==> src/rtl/bbt_pkg.sv <==
package bbt_pkg;
  localparam logic [7:0] OPC_LUT_READ = 8'hA5;
  localparam logic [7:0] OPC_LUT_ADD  = 8'hA1;
  localparam logic [7:0] OPC_STAT_RD  = 8'h05;
  localparam logic [7:0] ADR_STATUS   = 8'hC0;

  localparam logic [1:0] OP_DUMP  = 2'd0;
  localparam logic [1:0] OP_ADD   = 2'd1;
  localparam logic [1:0] OP_ALLOC = 2'd2;

  typedef enum logic [1:0] {PH_DUMP, PH_STAT, PH_ADD} phase_t;

  typedef enum logic [2:0] {
    S_IDLE, S_XSTART, S_XWAIT, S_CSOFF, S_SINIT, S_ASK, S_NEXT, S_ACK
  } state_t;

  // strobes from control to datapath
  typedef struct packed {
    logic       csOn;
    logic       start;
    logic [7:0] txByte;
    logic       tblLoad;
    logic [7:0] tblOff;
  } bbt_strobe_t;
endpackage

==> src/rtl/bbt_datapath.sv <==
module bbt_datapath
  import bbt_pkg::*;
#(
  parameter int HALF_DIV = 4,
  parameter int ENTRIES  = 20,
  parameter int IDX_W    = 5
) (
  input  logic              clk,
  input  logic              rstN,
  input  bbt_strobe_t       ctl,
  input  logic              spiMiso,
  output logic              spiSclk,
  output logic              spiCsN,
  output logic              spiMosi,
  output logic              shDone,
  output logic [7:0]        rxByte,
  output logic              anyEnabled,
  output logic [15:0]       maxPhys,
  input  logic [IDX_W-1:0]  rdIdx,
  output logic [15:0]       rdLogical,
  output logic [15:0]       rdPhysical
);
  localparam int HC_W = (HALF_DIV > 1) ? $clog2(HALF_DIV) : 1;

  logic [HC_W-1:0] halfCnt;
  logic [2:0]      bitCnt;
  logic            shBusy;
  logic [7:0]      txSh, rxSh;
  logic            sclkR, doneR, csNR;

  // byte shifter, mode 0: sample on rise, shift on fall
  always_ff @(posedge clk) begin
    if (!rstN) begin
      halfCnt <= '0; bitCnt <= '0; shBusy <= 1'b0;
      txSh <= '0; rxSh <= '0; sclkR <= 1'b0; doneR <= 1'b0; csNR <= 1'b1;
    end else begin
      doneR <= 1'b0;
      csNR  <= !ctl.csOn;
      if (ctl.start) begin
        shBusy <= 1'b1; txSh <= ctl.txByte; halfCnt <= '0; bitCnt <= '0; sclkR <= 1'b0;
      end else if (shBusy) begin
        if (halfCnt == HC_W'(HALF_DIV - 1)) begin
          halfCnt <= '0;
          if (!sclkR) begin
            sclkR <= 1'b1;
            rxSh  <= {rxSh[6:0], spiMiso};
          end else begin
            sclkR  <= 1'b0;
            txSh   <= {txSh[6:0], 1'b0};
            bitCnt <= bitCnt + 3'd1;
            if (bitCnt == 3'd7) begin
              shBusy <= 1'b0;
              doneR  <= 1'b1;
            end
          end
        end else begin
          halfCnt <= halfCnt + HC_W'(1);
        end
      end
    end
  end

  assign spiSclk = sclkR;
  assign spiCsN  = csNR;
  assign spiMosi = txSh[7];
  assign shDone  = doneR;
  assign rxByte  = rxSh;

  // table storage, one slot per entry
  logic [15:0] logW  [ENTRIES];
  logic [15:0] physW [ENTRIES];

  for (genvar g = 0; g < ENTRIES; g++) begin : g_slot
    always_ff @(posedge clk) begin
      if (!rstN) begin
        logW[g]  <= '0;
        physW[g] <= '0;
      end else if (ctl.tblLoad && ctl.tblOff[7:2] == 6'(g)) begin
        case (ctl.tblOff[1:0])
          2'd0: physW[g][15:8] <= rxSh;
          2'd1: physW[g][7:0]  <= rxSh;
          2'd2: logW[g][15:8]  <= rxSh;
          default: logW[g][7:0] <= rxSh;
        endcase
      end
    end
  end

  always_comb begin
    rdLogical  = '0;
    rdPhysical = '0;
    for (int i = 0; i < ENTRIES; i++) begin
      if (rdIdx == IDX_W'(i)) begin
        rdLogical  = logW[i];
        rdPhysical = physW[i];
      end
    end
  end

  // highest physical block among in-use entries
  always_comb begin
    anyEnabled = 1'b0;
    maxPhys    = '0;
    for (int i = 0; i < ENTRIES; i++) begin
      if (logW[i][15] && !logW[i][14]) begin
        if (!anyEnabled || physW[i] > maxPhys) maxPhys = physW[i];
        anyEnabled = 1'b1;
      end
    end
  end

  p_sclk_idle_r9: assert property (@(posedge clk) disable iff (!rstN)
    spiCsN |-> !spiSclk);
  p_start_when_free_r9: assert property (@(posedge clk) disable iff (!rstN)
    ctl.start |-> !shBusy);
endmodule

==> src/rtl/bbt_ctrl.sv <==
module bbt_ctrl
  import bbt_pkg::*;
#(
  parameter int NUM_BLOCKS     = 1024,
  parameter int POOL_SIZE      = 20,
  parameter int ENTRIES        = 20,
  parameter int TIMEOUT_CYCLES = 500000,
  parameter int BLK_W          = 10
) (
  input  logic             clk,
  input  logic             rstN,
  input  logic             reqValid,
  input  logic [1:0]       reqOp,
  input  logic [15:0]      reqLogical,
  input  logic [15:0]      reqPhysical,
  output logic             reqReady,
  output logic             reqAck,
  output logic             reqErr,
  output logic [BLK_W-1:0] allocBlock,
  output logic             exhausted,
  output logic             candValid,
  output logic [BLK_W-1:0] candBlock,
  input  logic             candResp,
  input  logic             candGood,
  output bbt_strobe_t      ctl,
  input  logic             shDone,
  input  logic [7:0]       rxByte,
  input  logic             anyEnabled,
  input  logic [15:0]      maxPhys
);
  localparam int POOL_START = NUM_BLOCKS - POOL_SIZE;
  localparam int DUMP_LEN   = 2 + 4 * ENTRIES;
  localparam int TMO_W      = $clog2(TIMEOUT_CYCLES + 1);

  state_t            state;
  phase_t            phase;
  logic [1:0]        opR;
  logic [15:0]       lbaR, pbaR, cand;
  logic [7:0]        byteIdx, lastIdx, statR, txB;
  logic              pollR, errR, exhR;
  logic [TMO_W-1:0]  tmo;
  logic [BLK_W-1:0]  allocR;
  logic [16:0]       startBlk;

  always_comb begin
    txB = 8'h00;
    case (phase)
      PH_DUMP: begin
        lastIdx = 8'(DUMP_LEN - 1);
        if (byteIdx == 8'd0) txB = OPC_LUT_READ;
      end
      PH_STAT: begin
        lastIdx = 8'd2;
        if (byteIdx == 8'd0) txB = OPC_STAT_RD;
        else if (byteIdx == 8'd1) txB = ADR_STATUS;
      end
      default: begin
        lastIdx = 8'd4;
        case (byteIdx)
          8'd0: txB = OPC_LUT_ADD;
          8'd1: txB = lbaR[15:8];
          8'd2: txB = lbaR[7:0];
          8'd3: txB = pbaR[15:8];
          default: txB = pbaR[7:0];
        endcase
      end
    endcase
  end

  always_comb begin
    startBlk = anyEnabled ? ({1'b0, maxPhys} + 17'd1) : 17'(POOL_START);
    if (startBlk < 17'(POOL_START)) startBlk = 17'(POOL_START);
  end

  assign ctl.csOn    = (state == S_XSTART) || (state == S_XWAIT);
  assign ctl.start   = (state == S_XSTART);
  assign ctl.txByte  = txB;
  assign ctl.tblLoad = (state == S_XWAIT) && shDone && (phase == PH_DUMP) && (byteIdx >= 8'd2);
  assign ctl.tblOff  = byteIdx - 8'd2;

  always_ff @(posedge clk) begin
    if (!rstN) begin
      state <= S_IDLE; phase <= PH_DUMP; opR <= OP_DUMP;
      lbaR <= '0; pbaR <= '0; cand <= '0; byteIdx <= '0; statR <= '0;
      pollR <= 1'b0; errR <= 1'b0; exhR <= 1'b0; tmo <= '0; allocR <= '0;
    end else begin
      if (pollR && tmo != TMO_W'(TIMEOUT_CYCLES)) tmo <= tmo + TMO_W'(1);
      case (state)
        S_IDLE: if (reqValid) begin
          opR <= reqOp; lbaR <= reqLogical; pbaR <= reqPhysical;
          byteIdx <= '0; pollR <= 1'b0; errR <= 1'b0;
          if (reqOp == OP_DUMP) begin
            phase <= PH_DUMP; state <= S_XSTART;
          end else if (reqOp == OP_ADD) begin
            phase <= PH_STAT; state <= S_XSTART;
          end else if (reqOp == OP_ALLOC && !exhR) begin
            phase <= PH_DUMP; state <= S_XSTART;
          end else begin
            errR <= 1'b1; state <= S_ACK;
          end
        end
        S_XSTART: state <= S_XWAIT;
        S_XWAIT: if (shDone) begin
          if (phase == PH_STAT && byteIdx == 8'd2) statR <= rxByte;
          if (byteIdx == lastIdx) state <= S_CSOFF;
          else begin
            byteIdx <= byteIdx + 8'd1;
            state   <= S_XSTART;
          end
        end
        S_CSOFF: begin
          byteIdx <= '0;
          case (phase)
            PH_DUMP: state <= (opR == OP_ALLOC) ? S_SINIT : S_ACK;
            PH_ADD: begin
              phase <= PH_STAT; pollR <= 1'b1; tmo <= '0; state <= S_XSTART;
            end
            default: begin
              if (!pollR) begin
                if (statR[6]) begin
                  errR <= 1'b1; state <= S_ACK;
                end else begin
                  phase <= PH_ADD; state <= S_XSTART;
                end
              end else if (!statR[0]) begin
                pollR <= 1'b0; state <= S_ACK;
              end else if (tmo == TMO_W'(TIMEOUT_CYCLES)) begin
                pollR <= 1'b0; errR <= 1'b1; state <= S_ACK;
              end else begin
                state <= S_XSTART;
              end
            end
          endcase
        end
        S_SINIT: begin
          if (startBlk >= 17'(NUM_BLOCKS)) begin
            exhR <= 1'b1; errR <= 1'b1; state <= S_ACK;
          end else begin
            cand <= startBlk[15:0]; state <= S_ASK;
          end
        end
        S_ASK: if (candResp) begin
          if (candGood) begin
            allocR <= cand[BLK_W-1:0]; state <= S_ACK;
          end else if (cand == 16'(NUM_BLOCKS - 1)) begin
            exhR <= 1'b1; errR <= 1'b1; state <= S_ACK;
          end else begin
            cand <= cand + 16'd1; state <= S_NEXT;
          end
        end
        S_NEXT: state <= S_ASK;
        default: state <= S_IDLE;
      endcase
    end
  end

  assign reqReady   = (state == S_IDLE);
  assign reqAck     = (state == S_ACK);
  assign reqErr     = (state == S_ACK) && errR;
  assign candValid  = (state == S_ASK);
  assign candBlock  = cand[BLK_W-1:0];
  assign allocBlock = allocR;
  assign exhausted  = exhR;

  p_ack_pulse_r11: assert property (@(posedge clk) disable iff (!rstN)
    reqAck |=> !reqAck);
  p_exhaust_sticky_r8: assert property (@(posedge clk) disable iff (!rstN)
    exhausted |=> exhausted);
  p_no_query_exhausted_r8: assert property (@(posedge clk) disable iff (!rstN)
    exhausted |-> !candValid);
  p_cand_in_pool_r6: assert property (@(posedge clk) disable iff (!rstN)
    candValid |-> int'(candBlock) >= POOL_START);
  p_alloc_in_pool_r7: assert property (@(posedge clk) disable iff (!rstN)
    (reqAck && !reqErr && opR == OP_ALLOC) |-> int'(allocBlock) >= POOL_START);
  p_full_refused_r3: assert property (@(posedge clk) disable iff (!rstN)
    (state == S_CSOFF && phase == PH_STAT && !pollR && statR[6]) |=> (reqAck && reqErr));
endmodule

==> src/rtl/bbt_engine.sv <==
module bbt_engine
  import bbt_pkg::*;
#(
  parameter int NUM_BLOCKS     = 1024,
  parameter int POOL_SIZE      = 20,
  parameter int ENTRIES        = 20,
  parameter int HALF_DIV       = 4,
  parameter int TIMEOUT_CYCLES = 500000,
  localparam int BLK_W         = $clog2(NUM_BLOCKS),
  localparam int IDX_W         = $clog2(ENTRIES)
) (
  input  logic             clk,
  input  logic             rstN,
  input  logic             reqValid,
  input  logic [1:0]       reqOp,
  input  logic [15:0]      reqLogical,
  input  logic [15:0]      reqPhysical,
  output logic             reqReady,
  output logic             reqAck,
  output logic             reqErr,
  output logic [BLK_W-1:0] allocBlock,
  output logic             exhausted,
  output logic             candValid,
  output logic [BLK_W-1:0] candBlock,
  input  logic             candResp,
  input  logic             candGood,
  input  logic [IDX_W-1:0] tblIdx,
  output logic [15:0]      tblLogical,
  output logic [15:0]      tblPhysical,
  output logic             spiSclk,
  output logic             spiCsN,
  output logic             spiMosi,
  input  logic             spiMiso
);
  bbt_strobe_t ctl;
  logic        shDone, anyEnabled;
  logic [7:0]  rxByte;
  logic [15:0] maxPhys;

  bbt_ctrl #(
    .NUM_BLOCKS(NUM_BLOCKS), .POOL_SIZE(POOL_SIZE), .ENTRIES(ENTRIES),
    .TIMEOUT_CYCLES(TIMEOUT_CYCLES), .BLK_W(BLK_W)
  ) u_ctrl (
    .clk(clk), .rstN(rstN), .reqValid(reqValid), .reqOp(reqOp),
    .reqLogical(reqLogical), .reqPhysical(reqPhysical), .reqReady(reqReady),
    .reqAck(reqAck), .reqErr(reqErr), .allocBlock(allocBlock), .exhausted(exhausted),
    .candValid(candValid), .candBlock(candBlock), .candResp(candResp), .candGood(candGood),
    .ctl(ctl), .shDone(shDone), .rxByte(rxByte), .anyEnabled(anyEnabled), .maxPhys(maxPhys)
  );

  bbt_datapath #(
    .HALF_DIV(HALF_DIV), .ENTRIES(ENTRIES), .IDX_W(IDX_W)
  ) u_dp (
    .clk(clk), .rstN(rstN), .ctl(ctl), .spiMiso(spiMiso), .spiSclk(spiSclk),
    .spiCsN(spiCsN), .spiMosi(spiMosi), .shDone(shDone), .rxByte(rxByte),
    .anyEnabled(anyEnabled), .maxPhys(maxPhys), .rdIdx(tblIdx),
    .rdLogical(tblLogical), .rdPhysical(tblPhysical)
  );
endmodule

==> config.mk <==
export PLATFORM = sky130hd
export DESIGN_NAME = bbt_engine
export DESIGN_NICKNAME = d
export VERILOG_FILES = /design/src/rtl/bbt_pkg.sv /design/src/rtl/bbt_datapath.sv /design/src/rtl/bbt_ctrl.sv /design/src/rtl/bbt_engine.sv
export SDC_FILE = /design/constraint.sdc
export NUM_CORES = 2
export LEC_CHECK = 0
export BUFFER_PORTS_ARGS = -buffer_cell sky130_fd_sc_hd__buf_4
export CAP_MARGIN = 10
export CORE_MARGIN = 2
export CORE_UTILIZATION = 47
export CTS_BUF_LIST = sky130_fd_sc_hd__clkbuf_4 sky130_fd_sc_hd__clkbuf_8
export CTS_CLUSTER_SIZE = 24
export DETAILED_ROUTE_END_ITERATION = 8
export PLACE_DENSITY_LB_ADDON = 0.25
export SLEW_MARGIN = 15
export SYNTH_ARGS = -nofsm -noshare
export SYNTH_HDL_FRONTEND = slang
export SYNTH_SLANG_ARGS = --single-unit
==> constraint.sdc <==
create_clock -name clk -period 151.6 [get_ports clk]
set_input_delay 0 -clock clk [delete_from_list [all_inputs] [get_ports clk]]
set_output_delay 0 -clock clk [all_outputs]
set_load 0.01 [all_outputs]
* Yosys cells after proc, flatten, opt, wreduce, memory -nomap -nowiden *
Memories as Yosys holds them, arrays and structs flattened.
Cells that the tools add are included.

word-level totals
  flip-flop bits (word level) = 127
  latch bits = 0
  memory bits (writable) = 640
  ROM bits = 0
  output and inout port bits = 60
  memories = 2

memory list
  name        depth  bits a word  rd ports  clocked after Yosys merged registers in  wr ports  line                text
  u_dp.logW   20     16           20        0                                        20        bbt_datapath.sv:70  logic [15:0] logW [ENTRIES];
  u_dp.physW  20     16           20        0                                        20        bbt_datapath.sv:71  logic [15:0] physW [ENTRIES];

cells by class
  add/subtract/negate cells = 7
  $mul = 0
  div/mod/pow operators = 0
  magnitude comparators = 22
  equal/unequal tests = 78
  shift-type cells = 0
  muxes and demuxes = 502
  bitwise logic cells = 85
  reduce and logical (&&, ||, !) cells = 140

operator list
  operator               count
  $mux 16                83
  $mux 8                 90
  $gt 16x16->1           19
  $mux 1                 290
  $or 1x1->1             80
  $mux 19                3
  $eq 6x4->1 const B     8
  $logic_and 1x1->1      47
  $logic_not 1->1        41
  $eq 5x4->1 const B     8
  $mux 17                2
  $mux 3                 11
  $pmux 16 s2            1
  $pmux 8 s4             1
  $eq 6x3->1 const B     4
  $eq 6x5->1 const B     4
  $pmux 8 s3             1
  $pmux 3 s7             1
  $eq 5x3->1 const B     4
  $eq 5x5->1 const B     4
  $logic_or 1x1->1       20
  $mux 2                 10
  $add 19x1->19 const B  1
  $eq 19x19->1 const B   1
  53 further kinds       100

* Longest topological paths before layout *
An unclocked memory read counts as a cell.

  word-level depth = 87
  depth in mapped cells = 313
  gate-level depth less buffers = 281

* Hierarchy *
From an unflattened synthesis, not the netlist that was laid out.

unflattened totals
  cells, all modules = 4873
  area, all modules = 48006.0 um2

modules (own cells, without submodules)
  module        instances  cells an instance  area an instance (um2)  sequential area each (um2)
  bbt_datapath  1          4170               42356.9                 19718.9
  bbt_ctrl      1          703                5649.2                  1941.9

* Worst setup path after synthesis *
OpenSTA, ideal clock, no wires.

  path type = register -> register
  from = memory u_dp.logW[0][14]
  to = register u_ctrl.cand[10]
  setup time = 0.117 ns
  data arrival time = 49.437 ns
  data required time = 151.483 ns
  setup slack = 102.045 ns
  cell stages (with the launch flop) = 291
  path buffers = 39
  period minus slack after synthesis = 49.555 ns
  cell sequence = edfxtp_1 > nor2b_1 > buf_2 > clkbuf_1 > nand2_1 > ha_1 > nand4_2 > nor4_2 > o21ai_1 > and3_1 > nor2_2 > clkbuf_1 > clkbuf_1 > nand2_1 > o21ai_0 > inv_1 > ha_1 > nand4_1 > [... 255 more ...] > o221a_2 > o21a_1 > nand2_2 > buf_6 > buf_2 > mux2i_1 > ha_1 > clkbuf_1 > nand4_1 > a311o_1 > o41a_1 > nor3_1 > xor2_1 > mux2_2 > nand3_1 > o31ai_4 > o211ai_1 > a32o_1

RTL lines
  item                  line                text
  from (decl)           bbt_datapath.sv:70
  to (signal assigned)  bbt_ctrl.sv:84      lbaR <= '0; pbaR <= '0; cand <= '0; byteIdx <= '0; statR <= '0;
  to (signal assigned)  bbt_ctrl.sv:139     cand <= startBlk[15:0]; state <= S_ASK;
  to (signal assigned)  bbt_ctrl.sv:148     cand <= cand + 16'd1; state <= S_NEXT;
  to (decl)             bbt_ctrl.sv:38      logic [15:0] lbaR, pbaR, cand;

==> run_results.csv <==
group,metric,value,unit
status,outcome,"finished clean",
setup_path,criticalPathCategory,"register to register",
cts,holdBufCountCts,113,
yosys,async_flop_share,0,
floorplanning,std_cell_rows,117,
setup_path,crit-reg2reg-launch,"u_dp.logW[0][14]$_SDFFCE_PN0P_",
sta,setup_viol,0,
cts,post_cts_buffers,0,
global_route,grt_pass1_wl,248000,um
worst_hold_path,hold_path_class,"primary input to register",
cts,root_buffer,"clkbuf_8",
sta,relSlewSlack,0.159,
yosys,synth-main-ff-cell,"edfxtp_1",
place,hpwlAfterDp,120000,um
cts,cts_buffer_depth,3,
yosys,synth_cells,4974,
power_and_ir_drop,vdd_drop_max,0.00850,mV
floorplanning,dieHeight,325,um
power_and_ir_drop,total_power,709,uW
sta,setup_tns,0,ns
yosys,synth_area_leaders,"edfxtp_1 (40%), and2_1 (8.6%), ha_1 (7.3%)",
sta,fin_worst_skew,0.0322,ns
routing,post_drt_wl_per_cell,25.8,um
sta,finalHoldViolations,0,
yosys,synth.distinct_cells,122,
floorplanning,io_pins,105,
global_route,grt_usage,0.312,
floorplanning,dieArea,106000,um^2
setup_path,cp_slowest_stage_delay,0.94,ns
setup_path,cp.required,152.32,ns
routing,antenna_left,0,
place,dpl-instance-area,50600,um^2
sta,max_slew.worst_pin.slew,1.26,ns
worst_hold_path,min_from,"reqOp[0]",
run,maxCapViolCount,0,
yosys,ys_warn_count,0,
global_route,grt_max_degree,72,
power_and_ir_drop,power.density,13.0,nW/um^2
yosys,yosysSeqAreaShare,0.446,
setup_path,rr_worst_depth,262,
cts,htreeDepth,4,
routing,drcViolationCount,0,
routing,drtPass1Iterations,6,
worst_hold_path,min_to,"u_ctrl.phase[0]$_SDFFE_PN0P_",
setup_path,cp_max_fo,33,
place,place_congestion,1.01,
setup_path,timing.critical_path.mode_cell,"a21oi_1",
cts,clk_latency,0.84,ns
yosys,ys_seq_elements,762,
floorplanning,die_w,325,um
global_route,antenna_found_initial,13,
floorplanning,start_util,0.475,
routing,via_per_inst,6.22,
yosys,syn_avg_cell_area,9.76,um^2
sta,fmax,18.5,MHz
cts,clk_pin_slew_worst_paths,0.06,ns
setup_path,arrival,54.72,ns
cts,cts_sinks,762,
sta,worst_slack,97.60,ns
routing,routed_wl,170000,um
layout,fin_cells,6587,
layout,nets,5442,
worst_hold_path,min_path_cells,5,
place,io_buffer_count,104,
setup_path,crit_path_top_delay_cell,"o31ai_4",
routing,vias,41000,
place,dp_cells,6235,
setup_path,cp-end-kind,"register",
setup_path,r2r_slack,97.60,ns
yosys,synth_common_cells,"and2_1 (665), edfxtp_1 (640), nand2_1 (389), nor2_1 (349), ha_1 (282)",
cts,cts_tree,"yes",
cts,cts_resized,0,
setup_path,r2r_end,"u_ctrl.cand[12]$_SDFFE_PN0P_",
layout,finalInstanceArea,54500,um^2
sta,fin_crit_sh,0.356,
yosys,synth.most_common_cell,"and2_1",
layout,layout-drive-gt1-share,0.113,
setup_path,cp-start-kind,"register",
global_route,grt_remaining_overflow,0,
routing,drt-initial-drc-count,5038,
layout,layout-area-overhead-vs-synth,12.1,%
global_route,grt_pass1_vias,39000,
layout,nFillCells,9119,
cts,numCtsBuffers,133,
sta,period_needed,54.00,ns
yosys,synth_edf_count,640,
place,post-place-ws,98.27,ns
sta,maxSlewViolCount,0,
yosys,netlist_area,48600,um^2
yosys,synth_nets,5301,
floorplanning,core,102000,um^2
sta,rsz0062_at_grt,"false",
power_and_ir_drop,total_leakage_power,0.0208,uW
yosys,synth_top_cell_by_area,"edfxtp_1",
yosys,synth_top_area_frac,0.396,
-- cells in the final DEF (no fill, tap or decap), types with 47 or more instances in the layout --
master         count
and2_1           665
edfxtp_1         640
nand2_1          387
nor2_1           339
ha_1             282
inv_1            278
o21ai_0          248
a21oi_1          243
buf_4            171
clkbuf_8         140
a22oi_1          122
nand3_1          121
dfxtp_1          114
dlygate4sd3_1    113
mux2_2            77
nor2b_1           76
nand4_1           71
mux2i_1           68
and3_1            61
nor3_1            59
a21o_1            55
a221oi_1          51
a21boi_0          48
o21ai_1           47
-- power breakdown --
part / internal (uW) / switching [uW]
registers: 239 / 13.3
logic: 99.5 / 154
clock network: 111 / 91.5
total: 450 / 259
-- worst max-delay path by stage --
stage,to,startpoint,slack (ns)
detailed placement,u_ctrl.cand[12]$_SDFFE_PN0P_,u_dp.logW[0][14]$_SDFFCE_PN0P_,98.27
finish,u_ctrl.cand[12]$_SDFFE_PN0P_,u_dp.logW[0][14]$_SDFFCE_PN0P_,97.60
floorplan,u_ctrl.cand[10]$_SDFFE_PN0P_,u_dp.logW[0][14]$_SDFFCE_PN0P_,102.05
CTS,u_ctrl.cand[12]$_SDFFE_PN0P_,u_dp.logW[0][14]$_SDFFCE_PN0P_,98.17
global placement,u_ctrl.cand[13]$_SDFFE_PN0P_,u_dp.logW[0][14]$_SDFFCE_PN0P_,99.53
global route,u_ctrl.cand[12]$_SDFFE_PN0P_,u_dp.logW[0][14]$_SDFFCE_PN0P_,92.82
-- flip-flops by register name, indices dropped and copies added (netlist names) --
name	cells
u_dp.logW	320
u_dp.halfCnt	2
u_ctrl.byteIdx	8
u_ctrl.pbaR	16
u_ctrl.state	3
u_dp.rxByte	8
u_dp.bitCnt	3
u_ctrl.lbaR	16
u_ctrl.statR	2
u_dp.physW	320
u_ctrl.cand	16
u_ctrl.errR	1
u_ctrl.opR	2
u_ctrl.tmo	19
u_ctrl.phase	2
u_dp.spiCsN	1
u_ctrl.pollR	1
u_ctrl.exhausted	1
u_dp.shDone	1
u_ctrl.allocBlock	10
u_dp.shBusy	1
u_dp.spiSclk	1
u_dp.txSh	8
-- layer usage --
metal / part of all wire / GRT usage / up-vias / routed length [um]
li1: - / - / 18400 / -
met1: 0.40 / 0.414 / 19800 / 67600
met2: 0.45 / 0.483 / 2223 / 76300
met3: 0.099 / 0.0615 / 463 / 16800
met4: 0.054 / 0.164 / 2 / 9190
met5: 0.000077 / 0 / - / 13
-- cell families after synthesis --
group / Yosys count / share of synthesized area
AO/OA/AOI/OAI: 1162 / 0.166
XOR/XNOR: 82 / 0.0148
adder cells (fa/ha/maj): 287 / 0.0738
buffers and inverters: 557 / 0.0444
flip-flops: 762 / 0.446
multiplexers: 173 / 0.0429
AND/OR/NAND/NOR: 1951 / 0.212
-- per-stage QoR --
stage,util,hold slack (ns)
after floorplan,-,0.145
after global placement,0.495,0.261
after detailed placement,0.495,0.273
after CTS,0.533,0.0688
after global routing,0.533,0.136
final,0.533,0.121
-- critical path, delay by kind of cell, from the launching register on --
kind / cells / cell delay (ns)
mux: 7 / 2.57
simple gates: 103 / 17.39
fa+ha+maj: 20 / 6.04
xor+xnor: 1 / 0.25
buf+inv: 22 / 3.39
compound gates: 109 / 23.69
flops: 1 / 0.40
-- layout make-up --
| type | count | area [um^2] | area share |
|---|---|---|---|
| multi-input combinational | 3655 | 24800 | 0.456 |
| sequential | 762 | 21700 | 0.398 |
| timing repair buffer | 284 | 2410 | 0.0443 |
| clock buffer | 179 | 2220 | 0.0408 |
| tap | 1368 | 1710 | 0.0314 |
| inverter | 279 | 1050 | 0.0192 |
| clock inverter | 54 | 539 | 0.00990 |
| antenna | 6 | 15.0 | 0.000276 |
Power figures use the tool's default switching activity.
